==> src/rtl/cfg_ser_pkg.sv <==
// Shared constants and types for the byte-parallel configuration slave
// serializer. Assumes a single configuration clock domain.
package cfg_ser_pkg;

    // Mode code that enables the synchronous byte-parallel slave port
    localparam logic [2:0] SYNC_PERIPH_MODE = 3'b011;

    // Byte slot state: waiting for a first byte, or shifting one out
    typedef enum logic {
        SLOT_IDLE = 1'b0,
        SLOT_BUSY = 1'b1
    } slot_state_e;

    // Number of rising edges needed after the last byte before the chain is flushed
    function automatic int flush_edges(input int base_edges, input int chain_len);
        return base_edges + chain_len;
    endfunction

endpackage

==> src/rtl/cfg_slot_timer.sv <==
// Byte slot timer. Decides on which rising edge a byte is captured.
// When idle, any edge with a valid byte captures. When busy, only the edge
// DATA_W edges after the last capture may capture again. If that slot is
// empty, the timer returns to idle.
// Assumes rst_n already combines the program input with the mode enable.
module cfg_slot_timer
    import cfg_ser_pkg::*;
#(
    parameter int DATA_W = 8
) (
    input  logic clk,
    input  logic rst_n,
    input  logic init_done,
    input  logic byte_valid,
    output logic capture,
    output logic busy
);

    localparam int              CNT_W    = (DATA_W > 1) ? $clog2(DATA_W) : 1;
    localparam logic [CNT_W-1:0] LAST_CNT = CNT_W'(DATA_W - 1);

    slot_state_e      state_q;
    logic [CNT_W-1:0] bit_cnt_q;
    logic             slot_open;

    // Capture window is open when idle or on the final edge of a byte
    always_comb begin
        slot_open = (state_q == SLOT_IDLE) || (bit_cnt_q == LAST_CNT);
        capture   = rst_n && init_done && byte_valid && slot_open;
    end

    // Advance the per-byte edge counter and the idle/busy state
    always_ff @(posedge clk) begin
        if (!rst_n) begin
            state_q   <= SLOT_IDLE;
            bit_cnt_q <= '0;
        end else if (capture) begin
            state_q   <= SLOT_BUSY;
            bit_cnt_q <= '0;
        end else if (state_q == SLOT_BUSY) begin
            if (bit_cnt_q == LAST_CNT) begin
                state_q   <= SLOT_IDLE;
                bit_cnt_q <= '0;
            end else begin
                bit_cnt_q <= bit_cnt_q + 1'b1;
            end
        end
    end

    assign busy = (state_q == SLOT_BUSY);

endmodule

==> src/rtl/cfg_shift_path.sv <==
// Serial data path. Loads a captured byte and shifts it MSB first, one bit
// per rising edge, into a rising-edge bit register. A falling-edge flop
// retimes that bit onto the daisy-chain output. From capture to the MSB on
// the output this gives one and a half clocks.
// Assumes load and busy come from the slot timer. The idle level is 1 while
// enabled; reset or disable forces 0.
module cfg_shift_path #(
    parameter int DATA_W = 8
) (
    input  logic              clk,
    input  logic              rst_n,
    input  logic              load,
    input  logic              busy,
    input  logic [DATA_W-1:0] load_data,
    output logic              ser_out
);

    logic [DATA_W-1:0] shreg_q;
    logic              rise_bit_q;

    // Load a new byte on capture, otherwise shift left while a byte is in flight
    always_ff @(posedge clk) begin
        if (!rst_n) begin
            shreg_q <= '0;
        end else if (load) begin
            shreg_q <= load_data;
        end else if (busy) begin
            shreg_q <= {shreg_q[DATA_W-2:0], 1'b0};
        end
    end

    // Select the next serial bit on the rising edge: MSB of the byte, or idle-high
    always_ff @(posedge clk) begin
        if (!rst_n) begin
            rise_bit_q <= 1'b0;
        end else begin
            rise_bit_q <= busy ? shreg_q[DATA_W-1] : 1'b1;
        end
    end

    // Retime the serial bit onto the falling edge for the downstream device
    always_ff @(negedge clk) begin
        if (!rst_n) begin
            ser_out <= 1'b0;
        end else begin
            ser_out <= rise_bit_q;
        end
    end

endmodule

==> src/rtl/cfg_flush_timer.sv <==
// Flush timer. Arms when a byte marked as last is captured. It counts the
// following rising edges and raises done once FLUSH of them have passed.
// Assumes capture is a one-cycle strobe. Any capture restarts or disarms it.
module cfg_flush_timer #(
    parameter int FLUSH = 11
) (
    input  logic clk,
    input  logic rst_n,
    input  logic capture,
    input  logic last_in,
    output logic done
);

    localparam int               CNT_W    = $clog2(FLUSH + 1);
    localparam logic [CNT_W-1:0] LAST_CNT = CNT_W'(FLUSH - 1);

    logic             armed_q;
    logic [CNT_W-1:0] cnt_q;

    // Count edges after the last byte and latch done at the flush boundary
    always_ff @(posedge clk) begin
        if (!rst_n) begin
            armed_q <= 1'b0;
            cnt_q   <= '0;
            done    <= 1'b0;
        end else if (capture) begin
            armed_q <= last_in;
            cnt_q   <= '0;
            done    <= 1'b0;
        end else if (armed_q) begin
            if (cnt_q == LAST_CNT) begin
                done    <= 1'b1;
                armed_q <= 1'b0;
            end else begin
                cnt_q <= cnt_q + 1'b1;
            end
        end
    end

endmodule

==> src/rtl/cfg_slave_serializer.sv <==
// Byte-parallel configuration slave serializer, top level.
// Captures bytes from a parallel bus on the external configuration clock and
// acknowledges each with a one-clock pulse. It forwards the bits serially,
// MSB first, on a falling-edge daisy-chain output, and reports when the
// post-load flush clocks have elapsed.
// Assumes all inputs are synchronous to cfg_clk. prog_n is a synchronous
// active-low reset. A non-enabling mode code acts as a reset on the datapath.
module cfg_slave_serializer
    import cfg_ser_pkg::*;
#(
    parameter int DATA_W     = 8,
    parameter int BASE_FLUSH = 10,
    parameter int CHAIN_LEN  = 1
) (
    input  logic              cfg_clk,
    input  logic              prog_n,
    input  logic              init_done,
    input  logic [2:0]        mode_sel,
    input  logic [DATA_W-1:0] data_in,
    input  logic              byte_valid,
    input  logic              last_byte,
    output logic              ser_out,
    output logic              ack_out,
    output logic              byte_taken,
    output logic              flush_done
);

    localparam int FLUSH = flush_edges(BASE_FLUSH, CHAIN_LEN);

    logic mode_ok;
    logic clear_n;
    logic capture;
    logic busy;
    logic ack_q;

    // Port is live only under the enabling mode code and with program released
    always_comb begin
        mode_ok = (mode_sel == SYNC_PERIPH_MODE);
        clear_n = prog_n && mode_ok;
    end

    cfg_slot_timer #(
        .DATA_W (DATA_W)
    ) i_slot_timer (
        .clk        (cfg_clk),
        .rst_n      (clear_n),
        .init_done  (init_done),
        .byte_valid (byte_valid),
        .capture    (capture),
        .busy       (busy)
    );

    cfg_shift_path #(
        .DATA_W (DATA_W)
    ) i_shift_path (
        .clk       (cfg_clk),
        .rst_n     (clear_n),
        .load      (capture),
        .busy      (busy),
        .load_data (data_in),
        .ser_out   (ser_out)
    );

    cfg_flush_timer #(
        .FLUSH (FLUSH)
    ) i_flush_timer (
        .clk     (cfg_clk),
        .rst_n   (clear_n),
        .capture (capture),
        .last_in (last_byte),
        .done    (flush_done)
    );

    // One-clock acknowledge pulse launched by the capturing edge
    always_ff @(posedge cfg_clk) begin
        if (!clear_n) begin
            ack_q <= 1'b0;
        end else begin
            ack_q <= capture;
        end
    end

    // Acknowledge pin reads high through the modelled pull-up until init releases it
    always_comb begin
        byte_taken = ack_q;
        ack_out    = init_done ? ack_q : 1'b1;
    end

endmodule

==> config.mk <==
export PLATFORM = sky130hd
export DESIGN_NAME = cfg_slave_serializer
export DESIGN_NICKNAME = d
export VERILOG_FILES = /design/src/rtl/cfg_ser_pkg.sv /design/src/rtl/cfg_slot_timer.sv /design/src/rtl/cfg_shift_path.sv /design/src/rtl/cfg_flush_timer.sv /design/src/rtl/cfg_slave_serializer.sv
export SDC_FILE = /design/constraint.sdc
export NUM_CORES = 1
export LEC_CHECK = 0
export ABC_AREA = 1
export BUFFER_PORTS_ARGS = -buffer_cell sky130_fd_sc_hd__buf_2
export CAP_MARGIN = 20
export CORE_ASPECT_RATIO = 1.4
export CORE_MARGIN = 5
export CORE_UTILIZATION = 57
export CTS_CLUSTER_DIAMETER = 150
export CTS_CLUSTER_SIZE = 28
export DETAILED_ROUTE_END_ITERATION = 8
export PLACE_DENSITY = 0.89
export SETUP_SLACK_MARGIN = 0.1
export SLEW_MARGIN = 20
export SYNTH_ARGS = -nofsm -noshare
export SYNTH_HDL_FRONTEND = slang
export SYNTH_HIERARCHICAL = 1
export SYNTH_SLANG_ARGS = --single-unit
export TNS_END_PERCENT = 20
==> constraint.sdc <==
create_clock -name cfg_clk -period 2.9 [get_ports cfg_clk]
set_input_delay 0.29 -clock cfg_clk [delete_from_list [all_inputs] [get_ports cfg_clk]]
set_output_delay 0.29 -clock cfg_clk [all_outputs]
set_load 0.05 [all_outputs]
==> After elaboration in Yosys (flattened, before gate mapping) <==
Index checks and enable logic that the tools add are counted.
{ "classes": {"n_addsub": 2, "eq_ne": 3, "mux": 11, "bitwise_logic": 3, "n_reduce_logical": 9} }
{ "op_table": {"columns": ["operator", "n"], "rows": [
  ["$mux 8", 2],
  ["$mux 1", 8],
  ["$add 4x1->4 const B", 1],
  ["$eq 4x4->1 const B", 1],
  ["$logic_and 1x1->1", 4],
  ["$reduce_and 2->1", 2],
  ["$add 3x1->3 const B", 1],
  ["$eq 3x2->1 const B", 1],
  ["$eq 3x3->1 const B", 1],
  ["$mux 3", 1],
  ["$not 1->1", 3],
  ["$reduce_bool 2->1", 1],
  ["$reduce_or 2->1", 1],
  ["$logic_or 1x1->1", 1]
]} }
{ "totals": {"ff_bits": 21, "in_bits": 16, "output_inout_bits": 4, "wordCells": 37} }

==> Logic depth before layout (Yosys ltp) <==
Gate-level depths: netlist of the first run.
{ "logic_depth": {"ltp_word": 6, "depth_mapped": 11, "ltp_nobuf": 10} }

==> Cells and area by module <==
The synthesis of the first run kept the hierarchy.
{ "modules_own_cells": {"columns": ["mod", "n_inst", "cells_per_inst", "area_per_inst_um2", "seq_area_each_um2"], "rows": [
  ["cfg_shift_path", 1, 67, 467.9, 200.2],
  ["cfg_flush_timer", 1, 41, 306.5, 120.1],
  ["cfg_slot_timer", 1, 30, 210.2, 80.1],
  ["cfg_slave_serializer", 1, 9, 56.3, 20.0]
]} }

==> flow_metrics.env, run 1 <==
export IMPL_status="completed"
export IMPL_fp_coreArea_sq_mm=0.00176
export IMPL_hold_buffers=0
export IMPL_antenna_found_initial=0
export IMPL_grt_max_degree=15
export IMPL_dpl_hpwl_mm=1.51
export IMPL_drt_first_iter_violations=16
export IMPL_pre_cts_slack_ps=624
export IMPL_place_area_sq_mm=0.00114
export IMPL_pwr_share_seq_pct=63.6
export IMPL_relSlewSlack_pct=59.9
export IMPL_cts_buffers=3
export IMPL_final_util_pct=66.5
export IMPL_clock_sinks=21
export IMPL_path_clk_slew_ps=100
export IMPL_vias_per_cell=4.86
export IMPL_synth_area_leader_cell="dfxtp_1"
export IMPL_stdcell_area_sq_mm=0.00117
export IMPL_cp_top_family="flip-flops"
export IMPL_yosys_register_bits=21
export IMPL_crit_chain="buf_2"
export IMPL_internal_power_mw=0.356
export IMPL_syn_area_sq_mm=0.00104
export IMPL_arrival_ps=2350
export IMPL_grt_pass1_wl_mm=2.94
export IMPL_p_leak_nw=0.572
export IMPL_worstSetupStartpointType="flop"
export IMPL_yosys_area_top_type_share_pct=40.4
export IMPL_htreeDepth=1
export IMPL_io_pin_count=20
export IMPL_peakVddDrop_v=0.000269
export IMPL_grt_total_usage_pct=14.9
export IMPL_multi_input_area_sq_um=482
export IMPL_regMostFlops="i_shift_path/shreg_q"
export IMPL_finalClockSkew_ps=54.5
export IMPL_ant_nets=0
export IMPL_drt_wl_total_mm=1.87
export IMPL_max_stage_delay_ps=300
export IMPL_numPortBuffers=19
export IMPL_die_width_um=46.1
export IMPL_diodes=0
export IMPL_wire_per_inst_um=9.93
export IMPL_regArea_sq_um=420
export IMPL_p_switching_mw=0.0997
export IMPL_vias=914
export IMPL_ctsRootBufferMaster="clkbuf_4"
export IMPL_yosys_warnings=6
export IMPL_cts_buffer_depth=2
export IMPL_clk_latency_ps=350
export IMPL_crit_buf_inv=1
export IMPL_cts_setup_buffers=0
export IMPL_first_pass_iters=4
export IMPL_fin_ws_ps=257
export IMPL_grt_pass1_vias=799
export IMPL_die_h_um=60.6
export IMPL_combPwrFrac_pct=5.5
export IMPL_rows=18
export IMPL_p_total_mw=0.456
export IMPL_fin_nets=189
export IMPL_cts_tree="yes"
export IMPL_cts_resized=0
export IMPL_switching_share_pct=21.9
export IMPL_largest_register_ffs=8
export IMPL_tns_ps=0
export IMPL_final_setup_viol_count=0
export IMPL_syn_area_per_cell_sq_um=7.08
export IMPL_endpoint_kind="primary output"
export IMPL_synthTopCellsByArea="dfxtp_1 (40%), nand2_1 (16%), inv_1 (9.4%)"
export IMPL_finalHoldViolCount=0
export IMPL_fillerInstances=157
export IMPL_cp_slowest_cell="dfxtp_1"
export IMPL_initial_core_util_pct=59.3
export IMPL_critPathRequiredTime_ps=2610
export IMPL_p_per_area_mw_per_mm2=390
export IMPL_critical_path_max_fanout=1
export IMPL_worstMarginPinSlew_ps=600
export IMPL_drc=0
export IMPL_gp_congestion=0.788
export IMPL_synthCells=147
export IMPL_yosysUniqueCellTypes=21
export IMPL_max_cap_viol_count=0
export IMPL_syn_to_final_growth_pct=12.3
export IMPL_hold_class="input port to flop"
export IMPL_rsz0062_at_grt="no"
export IMPL_ff2ff_setup_slack_ps=1010
export IMPL_syn_nets=167
export IMPL_yosysSeqAreaShare_pct=40.4
export IMPL_criticalPathCategory="flop to primary output"
export IMPL_final_common_cell="nand2_1"
export IMPL_drive_gt1_share_pct=19.6
export IMPL_final_cell_mix="nand2_1 (43), inv_1 (26), dfxtp_1 (21)"
export IMPL_clkPwrFrac_pct=30.8
export IMPL_overflow=0
export IMPL_die_area_sq_mm=0.00279
export IMPL_reg_top3="i_shift_path/shreg_q: 8 flops, i_flush_timer/cnt_q: 4 flops, i_slot_timer/bit_cnt_q: 3 flops"
export IMPL_slew_viol_final=0
-- synth_stat cells --
| master | n |
|---|---|
| inv_2 | 2 |
| buf_6 | 1 |
| a21oi_1 | 7 |
| xor2_1 | 1 |
| ha_1 | 4 |
| nand3_1 | 17 |
| o21bai_2 | 1 |
| nand3_2 | 1 |
| nor2_4 | 1 |
| nand2_1 | 43 |
| a21boi_0 | 1 |
| nor2_2 | 1 |
| inv_1 | 26 |
| nor2_8 | 1 |
| o21ai_0 | 1 |
| nor2_1 | 12 |
| a21oi_2 | 1 |
| dfxtp_1 | 21 |
| buf_4 | 3 |
| nor3_2 | 1 |
| nand4_1 | 1 |
-- power by group through the flow --
| stage | Sequential [mW] | Clock, mW | Combinational [mW] |
|---|---|---|---|
| floorplan | 0.296 | 0.00432 | 0.0133 |
| global placement | 0.296 | 0.00432 | 0.0247 |
| detailed placement | 0.296 | 0.00432 | 0.0254 |
| CTS | 0.290 | 0.148 | 0.0255 |
| global route | 0.290 | 0.162 | 0.0284 |
| finish | 0.290 | 0.140 | 0.0252 |
-- cell type report --
type                       instances  share of cell area (%)
multi-input combinational         94                    41.2
sequential                        21                    36.0
timing repair buffer              21                    9.42
inverter                          27                    8.67
clock buffer                       4                    2.25
tap                               20                    2.14
clock inverter                     1                   0.321
-- path summary, 6_finish.rpt --
kind                                          end                               start  cells after the start
max                                       ser_out     i_shift_path/ser_out$_SDFF_NN0_                      1
min          i_shift_path/shreg_q[0]$_SDFFE_PN0P_                          data_in[0]                      3
max reg2reg       i_shift_path/ser_out$_SDFF_NN0_  i_shift_path/rise_bit_q$_SDFF_PN0_                      2
min reg2reg       i_flush_timer/done$_SDFFE_PP0P_     i_flush_timer/done$_SDFFE_PP0P_                      2
-- through the flow --
step,cells,hold WS [ps]
CTS,188,231
detailed placement,184,456
global placement,184,443
global route,188,228
finish,188,238
floorplan,147,426
-- per-layer routing --
layer  wire (um)  global-route usage [%]
met5           0                       0
met2        1030                    27.4
met1         696                    13.2
met4          50                    12.6
met3          91                    2.67
-- kinds of logic after synthesis --
kind of cell | synth area share, %
AOI/OAI and AO/OA | 6.49
xor gates and xnor gates | 0.841
adders and majority gates | 4.81
buffers and inverters | 13.3
DFF | 40.4
and+or+nand+nor | 34.1
Note: power is estimated with default switching activity, not from simulation.
==> run 2, diff against run 1 <==
RECOVER_POWER = 25   (was default)
==> run 2 against run 1 <==
Compared with the run above:
- critical path depth did not move
- worst hold slack hardly changed
- core utilization decreased by 0.28 points
- register-to-register slack lost 20 ps
- via count shrank 0.11%
- highest routed layer unchanged
- final cell count did not move
- sequential power about the same
- combinational power is essentially flat
- sequential share of layout area is 0.15 points higher
- die area did not move
- count of clock-buffer cells in the layout is the same
==> flow_metrics.env, run 2 (same netlist as run 1, synthesis figures left out) <==
export IMPL_drc=0
export IMPL_criticalPathCategory="flop to primary output"
export IMPL_grt_max_degree=15
export IMPL_diodes=0
export IMPL_max_cap_viol_count=0
export IMPL_finalHoldViolCount=0
export IMPL_cp_slowest_cell="dfxtp_1"
export IMPL_antenna_found_initial=0
export IMPL_grt_pass1_wl_mm=2.94
export IMPL_grt_total_usage_pct=14.9
export IMPL_ant_nets=0
export IMPL_status="completed"
export IMPL_wire_per_inst_um=9.91
export IMPL_gp_congestion=0.788
export IMPL_reg_top3="i_shift_path/shreg_q: 8 flops, i_flush_timer/cnt_q: 4 flops, i_slot_timer/bit_cnt_q: 3 flops"
export IMPL_syn_to_final_growth_pct=11.8
export IMPL_cts_resized=0
export IMPL_initial_core_util_pct=59.3
export IMPL_multi_input_area_sq_um=479
export IMPL_peakVddDrop_v=0.000269
export IMPL_grt_pass1_vias=799
export IMPL_io_pin_count=20
export IMPL_final_cell_mix="nand2_1 (43), inv_1 (27), dfxtp_1 (21)"
export IMPL_clk_latency_ps=350
export IMPL_clkPwrFrac_pct=30.8
export IMPL_pwr_share_seq_pct=63.6
export IMPL_largest_register_ffs=8
export IMPL_p_per_area_mw_per_mm2=392
export IMPL_regMostFlops="i_shift_path/shreg_q"
export IMPL_fillerInstances=160
export IMPL_path_clk_slew_ps=100
export IMPL_numPortBuffers=19
export IMPL_worstSetupStartpointType="flop"
export IMPL_p_total_mw=0.456
export IMPL_cts_tree="yes"
export IMPL_overflow=0
export IMPL_critPathRequiredTime_ps=2610
export IMPL_hold_buffers=0
export IMPL_first_pass_iters=4
export IMPL_cts_setup_buffers=0
export IMPL_stdcell_area_sq_mm=0.00116
export IMPL_dpl_hpwl_mm=1.51
export IMPL_cts_buffers=3
export IMPL_worstMarginPinSlew_ps=605
export IMPL_drive_gt1_share_pct=17.3
export IMPL_crit_chain="buf_2"
export IMPL_htreeDepth=1
export IMPL_final_common_cell="nand2_1"
export IMPL_slew_viol_final=0
export IMPL_die_area_sq_mm=0.00279
export IMPL_arrival_ps=2350
export IMPL_regArea_sq_um=420
export IMPL_p_leak_nw=0.564
export IMPL_drt_first_iter_violations=17
export IMPL_finalClockSkew_ps=54.5
export IMPL_final_setup_viol_count=0
export IMPL_fin_nets=189
export IMPL_endpoint_kind="primary output"
export IMPL_max_stage_delay_ps=300
export IMPL_die_h_um=60.6
export IMPL_tns_ps=0
export IMPL_critical_path_max_fanout=1
export IMPL_cts_buffer_depth=2
export IMPL_switching_share_pct=21.9
export IMPL_clock_sinks=21
export IMPL_vias_per_cell=4.86
export IMPL_die_width_um=46.1
export IMPL_hold_class="input port to flop"
export IMPL_ctsRootBufferMaster="clkbuf_4"
export IMPL_relSlewSlack_pct=59.8
export IMPL_internal_power_mw=0.356
export IMPL_place_area_sq_mm=0.00114
export IMPL_rows=18
export IMPL_p_switching_mw=0.0997
export IMPL_drt_wl_total_mm=1.86
export IMPL_final_util_pct=66.2
export IMPL_cp_top_family="flip-flops"
export IMPL_vias=913
export IMPL_rsz0062_at_grt="no"
export IMPL_fp_coreArea_sq_mm=0.00176
export IMPL_combPwrFrac_pct=5.5
export IMPL_crit_buf_inv=1
run 2: per-stage QoR:
| step | hold WS [ps] | worst slack [ps] | cells |
|---|---|---|---|
| 4_1_cts | 231 | 248 | 188 |
| 3_5_place_dp | 456 | 624 | 184 |
| 5_1_grt | 228 | 211 | 188 |
| 6_report | 238 | 257 | 188 |
| 2_1_floorplan | 426 | 517 | 147 |
| 3_3_place_gp | 443 | 627 | 184 |
run 2: path summary, 6_finish.rpt:
path	slack [ps]	endpoint	depth (start not counted)	from
min reg2reg	470	i_flush_timer/done$_SDFFE_PP0P_	2	i_flush_timer/done$_SDFFE_PP0P_
max reg2reg	990	i_shift_path/shreg_q[7]$_SDFFE_PN0P_	9	i_slot_timer/busy$_SDFF_PN0_
max	260	ser_out	1	i_shift_path/ser_out$_SDFF_NN0_
min	240	i_shift_path/shreg_q[0]$_SDFFE_PN0P_	3	data_in[0]
run 2: cell type report:
| class | count | share of cell area, % |
|---|---|---|
| clock inverter | 1 | 0.323 |
| tap | 20 | 2.15 |
| inverter | 27 | 8.71 |
| sequential | 21 | 36.1 |
| timing repair buffer | 21 | 9.25 |
| multi-input combinational | 94 | 41.2 |
| clock buffer | 4 | 2.26 |
run 2: power groups by stage:
stage / clock, mW / combinational (mW) / sequential [mW]
finish: 0.140 / 0.0252 / 0.290
global route: 0.162 / 0.0283 / 0.290
CTS: 0.148 / 0.0255 / 0.290
detailed placement: 0.00432 / 0.0254 / 0.296
global placement: 0.00432 / 0.0247 / 0.296
floorplan: 0.00432 / 0.0133 / 0.296
run 2: layer usage:
metal / routed length, um / global-route usage, %
met1: 690 / 13.2
met2: 1030 / 27.4
met3: 91 / 2.67
met4: 50 / 12.6
met5: 0 / 0
==> run 3, diff against run 2 <==
CORE_ASPECT_RATIO = default   (was 1.4)
RECOVER_POWER = default   (was 25)
==> run 3 against run 2 <==
Compared with the run above:
- via count is 0.33% lower
- worst hold slack got worse by 15 ps
- highest routed layer unchanged
- largest cell class unchanged
- final cell count increased by 2.7%
- clock power about the same
- core utilization grew 1.8 points
- power barely moved
- critical path type unchanged
- non-clock buffer count is the same
- critical path depth is the same
- die area fell by 0.43%
==> flow_metrics.env, run 3 (same netlist as run 1, synthesis figures left out) <==
export IMPL_reg_top3="i_shift_path/shreg_q: 8 flops, i_flush_timer/cnt_q: 4 flops, i_slot_timer/bit_cnt_q: 3 flops"
export IMPL_clk_latency_ps=360
export IMPL_ff2ff_setup_slack_ps=1010
export IMPL_p_total_mw=0.456
export IMPL_path_clk_slew_ps=110
export IMPL_cts_buffer_depth=2
export IMPL_drt_wl_total_mm=1.84
export IMPL_slew_viol_final=0
export IMPL_rows=15
export IMPL_cp_slowest_cell="dfxtp_1"
export IMPL_clkPwrFrac_pct=30.9
export IMPL_first_pass_iters=4
export IMPL_place_area_sq_mm=0.00115
export IMPL_fp_coreArea_sq_mm=0.00173
export IMPL_combPwrFrac_pct=5.5
export IMPL_finalHoldViolCount=0
export IMPL_p_per_area_mw_per_mm2=388
export IMPL_internal_power_mw=0.353
export IMPL_antenna_found_initial=0
export IMPL_initial_core_util_pct=60.3
export IMPL_fin_ws_ps=257
export IMPL_drive_gt1_share_pct=19.6
export IMPL_vias_per_cell=4.72
export IMPL_fin_nets=189
export IMPL_final_cell_mix="nand2_1 (43), inv_1 (27), dfxtp_1 (21)"
export IMPL_p_leak_nw=0.576
export IMPL_critical_path_max_fanout=1
export IMPL_max_stage_delay_ps=290
export IMPL_cts_resized=0
export IMPL_rsz0062_at_grt="no"
export IMPL_regMostFlops="i_shift_path/shreg_q"
export IMPL_gp_congestion=0.804
export IMPL_peakVddDrop_v=0.000268
export IMPL_drt_first_iter_violations=7
export IMPL_hold_class="input port to flop"
export IMPL_syn_to_final_growth_pct=12.9
export IMPL_grt_max_degree=15
export IMPL_cp_top_family="flip-flops"
export IMPL_relSlewSlack_pct=60.2
export IMPL_die_width_um=52.7
export IMPL_grt_total_usage_pct=15.9
export IMPL_final_common_cell="nand2_1"
export IMPL_htreeDepth=1
export IMPL_largest_register_ffs=8
export IMPL_crit_chain="buf_2"
export IMPL_diodes=0
export IMPL_pwr_share_seq_pct=63.6
export IMPL_cts_setup_buffers=0
export IMPL_finalClockSkew_ps=54.9
export IMPL_switching_share_pct=22.7
export IMPL_io_pin_count=20
export IMPL_max_cap_viol_count=0
export IMPL_numPortBuffers=19
export IMPL_r2r_cells=2
export IMPL_grt_pass1_wl_mm=3.20
export IMPL_die_area_sq_mm=0.00278
export IMPL_crit_buf_inv=1
export IMPL_status="completed"
export IMPL_die_h_um=52.7
export IMPL_ant_nets=0
export IMPL_min_from="data_in[0]"
export IMPL_worstSetupStartpointType="flop"
export IMPL_overflow=0
export IMPL_worstMarginPinSlew_ps=595
export IMPL_grt_pass1_vias=829
export IMPL_r2r_start="i_shift_path/rise_bit_q$_SDFF_PN0_"
export IMPL_pre_cts_slack_ps=625
export IMPL_cts_buffers=3
export IMPL_arrival_ps=2350
export IMPL_dpl_hpwl_mm=1.41
export IMPL_critPathRequiredTime_ps=2610
export IMPL_endpoint_kind="primary output"
export IMPL_final_setup_viol_count=0
export IMPL_worstHoldPathCells=3
export IMPL_stdcell_area_sq_mm=0.00117
export IMPL_cts_tree="yes"
export IMPL_clock_sinks=21
export IMPL_cp_num_cells=1
export IMPL_drc=0
export IMPL_ctsRootBufferMaster="clkbuf_4"
export IMPL_p_switching_mw=0.103
export IMPL_vias=910
export IMPL_hold_buffers=0
export IMPL_startpoint="i_shift_path/ser_out$_SDFF_NN0_"
export IMPL_tns_ps=0
export IMPL_wire_per_inst_um=9.53
export IMPL_criticalPathCategory="flop to primary output"
[run 3: cell types whose count changed in the layout (fill, tap and decap cells not counted), sizes merged]
cell | previous run | this run
buf | 19 | 21
inv | 28 | 29
clkbuf | 6 | 3
[run 3: per-stage QoR]
step           hold slack [ps]  cells  utilization (%)
6_report                   223    193             68.0
3_5_place_dp               448    189             66.5
2_1_floorplan              426    147                -
4_1_cts                    221    193             68.0
3_3_place_gp               441    189             66.5
5_1_grt                    211    193             68.0
[run 3: tightest hold or removal path, delay by kind of cell]
family,cells,cell delay [ps]
buffers and inverters,1,100
AOI/OAI and AO/OA,1,60
and+or+nand+nor,1,50
[run 3: cell type report]
class / count / area, sq um
clock buffers: 3 / 22.5
clock inverters: 2 / 7.51
fillers: 153 / 552
inverters: 27 / 101
multi-input cells: 94 / 482
flip-flops and latches: 21 / 420
well taps: 25 / 31.3
repair buffers: 21 / 110
[run 3: power by group through the flow]
stage / logic (mW) / registers, mW / clock network [mW]
after global routing: 0.0282 / 0.290 / 0.163
after CTS: 0.0255 / 0.290 / 0.145
final: 0.0253 / 0.290 / 0.141
after detailed placement: 0.0253 / 0.296 / 0.00432
after global placement: 0.0247 / 0.296 / 0.00432
after floorplan: 0.0133 / 0.296 / 0.00432
[run 3: worst paths after layout]
path                                                             end
worst max-delay path                                         ser_out
worst min-delay path            i_shift_path/shreg_q[0]$_SDFFE_PN0P_
worst max register to register       i_shift_path/ser_out$_SDFF_NN0_
worst min register to register       i_flush_timer/done$_SDFFE_PP0P_
[run 3: layer usage]
| layer | vias to the layer above | share of wire (%) | GRT usage [%] |
|---|---|---|---|
| li1 | 491 | - | - |
| met1 | 394 | 45 | 18.0 |
| met2 | 21 | 47 | 26.7 |
| met3 | 4 | 5.7 | 3.42 |
| met4 | 0 | 2.5 | 10.2 |
| met5 | - | 0 | 0 |
